==> src/rtl/rx_vote.sv <==
module rx_vote #(
  parameter int DATA_W = 8,
  parameter logic [3:0] CRC_SEED = 4'h0
) (
  input  logic              clk,
  input  logic              rst_n,
  input  logic              sync_in,
  input  logic              rx_hi,
  input  logic              rx_lo,
  input  logic              rx_sum,
  input  logic              frame_start,
  input  logic              frame_end,
  output logic [DATA_W-1:0] ch0_data,
  output logic              ch0_err,
  output logic              ch0_done,
  output logic [DATA_W-1:0] ch1_data,
  output logic              ch1_err,
  output logic              ch1_done
);
  localparam int FRAME_W = DATA_W + 4;

  function automatic logic crc_ok(input logic [FRAME_W-1:0] f);
    logic [3:0] c;
    logic fb;
    c = CRC_SEED;
    for (int i = FRAME_W - 1; i >= 4; i--) begin
      fb = c[3] ^ f[i];
      c = {c[2:0], 1'b0} ^ {2'b00, fb, fb};
    end
    return c == f[3:0];
  endfunction

  logic [2:0] sy;
  logic       smp;
  logic [FRAME_W-1:0] sh_hi, sh_lo, sh_s0, sh_s1;

  always_ff @(posedge clk) begin
    if (!rst_n) sy <= '0;
    else        sy <= {sy[1:0], sync_in};
  end
  assign smp = sy[2] & ~sy[1];

  always_ff @(posedge clk) begin
    if (!rst_n || frame_start) begin
      sh_hi <= '0;
      sh_lo <= '0;
      sh_s0 <= '0;
      sh_s1 <= '0;
    end else if (smp) begin
      sh_hi <= {sh_hi[FRAME_W-2:0], rx_hi};
      sh_lo <= {sh_lo[FRAME_W-2:0], rx_lo};
      sh_s0 <= {sh_s0[FRAME_W-2:0], rx_sum};
      sh_s1 <= {sh_s1[FRAME_W-2:0], rx_sum};
    end
  end

  logic ok_hi, ok_lo, ok_s0, ok_s1, diff, ones;
  assign ok_hi = crc_ok(sh_hi);
  assign ok_lo = crc_ok(sh_lo);
  assign ok_s0 = crc_ok(sh_s0);
  assign ok_s1 = crc_ok(sh_s1);
  assign diff  = |(sh_hi ^ sh_lo);
  assign ones  = (&sh_hi) | (&sh_lo);

  logic [DATA_W-1:0] nx0_data, nx1_data;
  logic nx0_err, nx1_err;

  always_comb begin
    nx0_err = 1'b0;
    if (ok_hi && !diff)  nx0_data = sh_hi[FRAME_W-1:4];
    else begin
      nx0_data = sh_s0[FRAME_W-1:4];
      nx0_err  = !ok_s0;
    end
    if (ones) nx0_err = 1'b1;
  end

  always_comb begin
    nx1_err = 1'b0;
    if (ok_lo && !diff)  nx1_data = sh_lo[FRAME_W-1:4];
    else begin
      nx1_data = sh_s1[FRAME_W-1:4];
      nx1_err  = !ok_s1;
    end
    if (ones) nx1_err = 1'b1;
  end

  always_ff @(posedge clk) begin
    if (!rst_n) begin
      ch0_data <= '0; ch0_err <= 1'b0; ch0_done <= 1'b0;
      ch1_data <= '0; ch1_err <= 1'b0; ch1_done <= 1'b0;
    end else begin
      ch0_done <= frame_end;
      ch1_done <= frame_end;
      if (frame_end) begin
        ch0_data <= nx0_data; ch0_err <= nx0_err;
        ch1_data <= nx1_data; ch1_err <= nx1_err;
      end
    end
  end


  done_follows_end_chk: assert property (@(posedge clk) disable iff (!rst_n)
    (ch0_done || ch1_done) |-> $past(frame_end));


  ones_force_err_chk: assert property (@(posedge clk) disable iff (!rst_n)
    (frame_end && ((&sh_hi) || (&sh_lo))) |=> (ch0_err && ch1_err));


  out_hold_chk: assert property (@(posedge clk) disable iff (!rst_n)
    !frame_end |=> ($stable(ch0_data) && $stable(ch1_data) && $stable(ch0_err) && $stable(ch1_err)));


  start_clears_chk: assert property (@(posedge clk) disable iff (!rst_n)
    frame_start |=> (sh_hi == '0 && sh_lo == '0 && sh_s0 == '0));


  none_valid_err_chk: assert property (@(posedge clk) disable iff (!rst_n)
    (frame_end && !ok_s0 && !(ok_hi && !diff)) |=> ch0_err);


  dup_sum_equal_chk: assert property (@(posedge clk) disable iff (!rst_n)
    sh_s0 == sh_s1);
endmodule

==> config.mk <==
export PLATFORM = sky130hd
export DESIGN_NAME = rx_vote
export DESIGN_NICKNAME = d
export VERILOG_FILES = /design/src/rtl/rx_vote.sv
export SDC_FILE = /design/constraint.sdc
export NUM_CORES = 1
export LEC_CHECK = 0
export BUFFER_PORTS_ARGS = -buffer_cell sky130_fd_sc_hd__buf_2
export CAP_MARGIN = 10
export CORE_MARGIN = 5
export CORE_UTILIZATION = 50
export DETAILED_ROUTE_END_ITERATION = 8
export PLACE_DENSITY_LB_ADDON = 0.12
export SYNTH_ARGS = -nofsm -noshare
export SYNTH_HDL_FRONTEND = slang
export SYNTH_SLANG_ARGS = --single-unit
==> constraint.sdc <==
create_clock -name clk -period 2.6 [get_ports clk]
set_input_delay 0.13 -clock clk [delete_from_list [all_inputs] [get_ports clk]]
set_output_delay 0.13 -clock clk [all_outputs]
set_load 0.02 [all_outputs]
==> run metrics, run 1 <==
Worst Setup Start Kind flip-flop; library cells used by synthesis 42; post-route minimum period between 2000 and 2500 ps; drt via density around 5.4; Worst Hold Class input port to flip-flop; crit path kind flip-flop to flip-flop; Area Overhead vs Synth 9.35%; Maximum Capacitance Violations 0; setup TNS 0 ps; fin nets 368; Cell Area, Synth ~3000 um2; CTS buffer count 9; clock sink count 58; Post-CTS Setup Bufs 0; multiplexer area fraction after synthesis 0.0513; Final Cell Area around 3300 um2; fraction of layout cells with a size suffix above 1 0.149; Post-Synth XOR/XNOR Area 0.167; total power 1.95 mW; Synth Area in Compound Gates 0.132; CORE AREA around 5900 um2; GPL Wtd Cong between 0.7 and 0.8; worst skew pair latency 330 ps; Post-Route WL about 7000 um; drt first pass iters 4; clock slew seen by the registers of the worst setup and hold paths approximately 60 ps; post-synthesis register bit count 58; global-route congestion overflow total 0; CP Max Fanout 9; status complete, no violations; Final Core Density 0.562; Root Buffer clkbuf_8; RSZ-0062 raised after global routing no; drt drc 0; top post-synthesis cells by area dfxtp_1 38%, nand2_1 9.7%, a21oi_1 8.8%; placed instance area about 3100 um2; Final setup viols 0; CP arrival 2610 ps; Tcrit/Tclk final 0.922; PD cells just under 600 nW/um2; Setup crit end kind flip-flop; sequential area share after synthesis 0.384; largest family of logic cells by synthesized area simple AND/OR/NAND/NOR gates; simple-gate share of the synthesized area 0.178; Syn Area/Cell 8.59 um2; worst-margin pin slew around 560 ps; Cells after Synth roughly 350; vias in the first global route roughly 2100; per-cell routed wire length around 16 um; Placed Cells incl. Taps about 420; largest net degree at the start of global routing 37; post-route ant nets 0; width of the die 87.8 um; Hold Slack ~31 ps; Peak supply drop approximately 0.00035 V; syn nets 362; commonest register cell after synthesis dfxtp_1; number of synthesized flops with an enable pin 0; Cell Count, Final, Fillers Out about 440; die area 7700 um2; initial DRC count roughly 160; ant diodes 0; row cnt 28; leak pwr around 1.3 nW; Top Ports 28; first-pass GRT wire length between 10000 and 15000 um; top cells by count, synth 78 x nand2_1, 58 x dfxtp_1, 53 x a21oi_1; initial antenna violation count 0; H-tree levels 3; most frequent cell after synthesis nand2_1; warnings from Yosys 0; IO Port Bufs 27; Synth top area share 0.384; worst path required time around 2800 ps; Max Transition Viols Final 0; Max clock buf depth 2; gr usage total 0.190; asr flop ratio synth 0; pre-CTS WS 129 ps; Die Height around 88 um; Initial Util 0.514; worst setup margin about 200 ps; Synth Area in Adders 0.00828; vias approximately 2300; max_slew headroom 0.625; clock skew ~3.7 ps; Fin. Hold Viols 0; Achievable Freq ~420 MHz; Final HPWL DP 4510 um; cell taking the most area after synthesis dfxtp_1; CTS tree built
final timing paths:
path	from	to	slack, ps	cells after the start
setup reg to reg	sh_lo[10]	ch1_data[2]	200	6
hold / removal	rx_sum	sh_s0[0]	30	3
hold reg to reg	sy[0]	sy[1]	440	1
setup / recovery	sh_lo[10]	ch1_data[2]	200	6
layout by cell type, fill, tap and decap left out, types with 4 or more instances in the layout:
cell / count
nand2_1: 78
nand3_1: 4
and2_1: 4
dfxtp_1: 58
o21ai_0: 18
buf_2: 27
nand4_1: 4
xnor2_1: 18
xor2_1: 17
nand2b_1: 4
nor3_1: 4
xnor3_1: 6
clkbuf_8: 11
mux2i_1: 13
buf_4: 7
a21oi_1: 53
critical path, cell delays in order, from the launching register on:
cell      delay (ps)
dfxtp_1          480
ha_1             290
xor2_1           150
or3_4            420
a211oi_4         540
mux2i_1          290
a21oi_1          100
timing repair:
item | 4_1_cts | 5_1_grt
resized for setup | 0 | 1
hold buffers | 1 | 0
endpoints found under the setup margin | 0 | 6
endpoints found under the hold margin | 1 | 0
sequential cells by signal, summed over array words and instances, names as in the netlist:
name	flops
ch0_data	8
sh_s0	12
ch1_done	1
sh_lo	12
ch0_err	1
sy	3
sh_hi	12
ch1_data	8
ch1_err	1
power by group:
part / switching [mW] / leakage (nW) / internal, mW
Clock: 0.341 / 0.110 / 0.588
Combinational: 0.0713 / 0.768 / 0.0336
Sequential: 0.00853 / 0.471 / 0.905
final cells by class:
class / count / area [um2]
well taps: 75 / 93.8
fillers: 550 / 2580
clock inverters: 2 / 60.1
multi-input cells: 253 / 1630
clock buffers: 13 / 159
inverters: 1 / 3.75
repair buffers: 35 / 198
flip-flops and latches: 58 / 1160
kinds of logic (layout without fill, tap and decap cells):
family,after synthesis,after routing
flops,58,58
compound gates,76,76
fa+ha+maj,2,2
mux,15,15
buf+inv,41,51
simple gates,116,116
xor+xnor,44,44
per-layer routing:
metal  wire length (um)  track usage
met4                109       0.0753
met5                  0            0
met3                314       0.0442
met1               3320        0.259
met2               3090        0.290
No activity file was read; power rests on OpenSTA's default activity.
==> run 2, diff against run 1 <==
--- a/config.mk
+++ b/config.mk
@@ -5,12 +5,14 @@
 export SDC_FILE = /design/constraint.sdc
 export NUM_CORES = 1
 export LEC_CHECK = 0
+export ABC_AREA = 1
 export BUFFER_PORTS_ARGS = -buffer_cell sky130_fd_sc_hd__buf_2
 export CAP_MARGIN = 10
 export CORE_MARGIN = 5
 export CORE_UTILIZATION = 50
 export DETAILED_ROUTE_END_ITERATION = 8
 export PLACE_DENSITY_LB_ADDON = 0.12
+export SKIP_LAST_GASP = 1
 export SYNTH_ARGS = -nofsm -noshare
 export SYNTH_HDL_FRONTEND = slang
 export SYNTH_SLANG_ARGS = --single-unit
==> run metrics, run 2 <==
global-route congestion overflow total 0; die area approximately 8400 um2; Critical R2R Capture ch0_data[3]; Gate power share 0.200; Top Ports 28; top cells by count, synth 128 x nand2_1, 65 x nand3_1, 58 x dfxtp_1; clock skew ~10 ps; R2R Setup Slk 420 ps; CORE AREA 6420 um2; setup TNS 0 ps; ant diodes 0; Achievable Freq roughly 460 MHz; post-route ant nets 0; leading cell type in the layout, fill and taps excluded nand2_1; worst r2r src sh_hi[11]; width of the die around 90 um; Fillers 633; fraction of layout cells with a size suffix above 1 0.166; Tcrit/Tclk final 0.837; CTS tree built; Maximum Capacitance Violations 0; cell taking the most area after synthesis dfxtp_1; Slowest-stage cell, CP dfxtp_1; leak pwr roughly 1.6 nW; Worst Hold Class input port to flip-flop; asr flop ratio synth 0; initial DRC count 146; drt via density roughly 5.3; Cells after Synth slightly below 500; Fin. Hold Viols 0; Die Height a little over 90 um; Peak supply drop between 0.0003 and 0.0004 V; Crit path depth 9; Setup crit end kind flip-flop; GPL Wtd Cong about 0.8; sequential share of power 0.452; library cells used by synthesis 31; FF-to-FF path depth 9; syn nets just under 500; crit path kind flip-flop to flip-flop; Int Power 1.44 mW; drt first pass iters 4; PD cells 578 nW/um2; crit-path most repeated cell nand3_1; most frequent cells in the layout 128 x nand2_1, 65 x nand3_1, 58 x dfxtp_1; largest net degree at the start of global routing 64; top post-synthesis cells by area dfxtp_1 35%, nand2_1 14%, nand3_1 9.8%; largest stage delay on the critical path between 400 and 500 ps; Setup crit end ch0_data[3]; status complete, no violations; clock slew seen by the registers of the worst setup and hold paths 70 ps; drt drc 0; clock sink count a little under 60; CP Max Fanout 8; Post-Route WL between 8000 and 9000 um; row cnt 29; Final HPWL DP slightly above 6000 um; vias in the first global route between 2000 and 3000; initial antenna violation count 0; first-pass GRT wire length 13600 um; CP arrival ~2400 ps; Clock power frac 0.348; delay-heaviest family, CP simple AND/OR/NAND/NOR gates; CTS buffer count 9; Max Transition Viols Final 0; commonest register cell after synthesis dfxtp_1; per-cell routed wire length between 10 and 15 um; worst-margin pin slew between 700 and 800 ps; total power between 2 and 2.5 mW; warnings from Yosys 0; Synth top area share 0.349; top flop regs sh_hi (12), sh_lo (12), sh_s0 (12); critical-path cell list ha_1, xnor2_1, nand3_1, nand3_1, nand2_1, nor2_2, nand3_1, nand3_1, a21oi_1; most frequent cell after synthesis nand2_1; worst skew pair latency ~340 ps; Net Sw Power just under 700 uW; max_slew headroom 0.521; post-synthesis register bit count 58; sequential area share after synthesis 0.349; H-tree levels 3; vias around 3100; Max clock buf depth 2; Area Overhead vs Synth 10.4%; WP buf/inv 0; IO Port Bufs 27; worst path required time roughly 2800 ps; RSZ-0062 raised after global routing no; Root Buffer clkbuf_8; Worst Setup SP sh_hi[11]; Syn Area/Cell around 6.9 um2; fin nets ~520; Cell Area, Synth between 3000 and 4000 um2; Final setup viols 0; post-CTS sizing 0; Worst Setup Start Kind flip-flop; switch share 0.321; gr usage total 0.201; Initial Util 0.517; post-route minimum period 2180 ps; number of synthesized flops with an enable pin 0
run 2: repair_timing:
item,4_1_cts,5_1_grt
buffers inserted,0,0
hold buffers,1,0
hold endpoints to repair,1,0
run 2: per-stage QoR:
step	util	setup slack (ps)	hold WS (ps)	cells	area, um2
final	0.571	424	42.9	588	3670
after global routing	0.571	162	51.9	588	3670
after CTS	0.571	452	30.5	588	3670
after detailed placement	0.543	457	316	571	3490
after global placement	0.543	433	314	571	3490
after floorplan	-	837	223	483	3320
run 2: cell type report:
class	instances	area [um2]	share of cell area
multi-input combinational	356	1880	0.513
sequential	58	1160	0.317
inverter	51	196	0.0536
timing repair buffer	30	160	0.0437
clock buffer	11	141	0.0386
tap	77	96.3	0.0263
clock inverter	5	30.0	0.00819
run 2: power groups by stage:
stage	Sequential (mW)	Combinational, mW	Clock (mW)
after detailed placement	0.977	0.425	0
after CTS	0.957	0.428	0.749
after global routing	0.961	0.478	0.795
after global placement	0.977	0.417	0
final	0.957	0.424	0.738
after floorplan	1.01	0.281	0
run 2: worst register-to-register path, delay by kind of cell, from the launching register on:
family                     cells  cell delay, ps
DFF                            1             490
and+or+nand+nor                6             930
xor gates and xnor gates       1             250
adders and majority gates      1             330
AOI/OAI and AO/OA              1              60
run 2: worst min path at each step:
stage	startpoint	to	slack [ps]	depth (start not counted)
floorplan	rst_n	sy[0]	220	2
global placement	sync_in	sy[0]	310	3
detailed placement	sync_in	sy[0]	320	3
CTS	rx_sum	sh_s0[0]	30	3
global route	rst_n	sy[0]	50	3
finish	rx_sum	sh_s0[0]	40	3
run 2: routing by layer:
layer | GRT usage | up-vias | part of all wire
met1 | 0.252 | 1392 | 0.46
met2 | 0.334 | 66 | 0.47
met3 | 0.0430 | 17 | 0.039
li1 | - | 1628 | -
met4 | 0.0829 | 0 | 0.024
met5 | 0 | - | 0
run 2: logic make-up (layout without fill, tap and decap cells):
family	Yosys count	in the layout	share of synthesized area
flops	58	58	0.349
buf+inv	69	97	0.0866
xor+xnor	23	23	0.0606
fa+ha+maj	2	2	0.00753
simple gates	272	272	0.380
compound gates	59	59	0.116
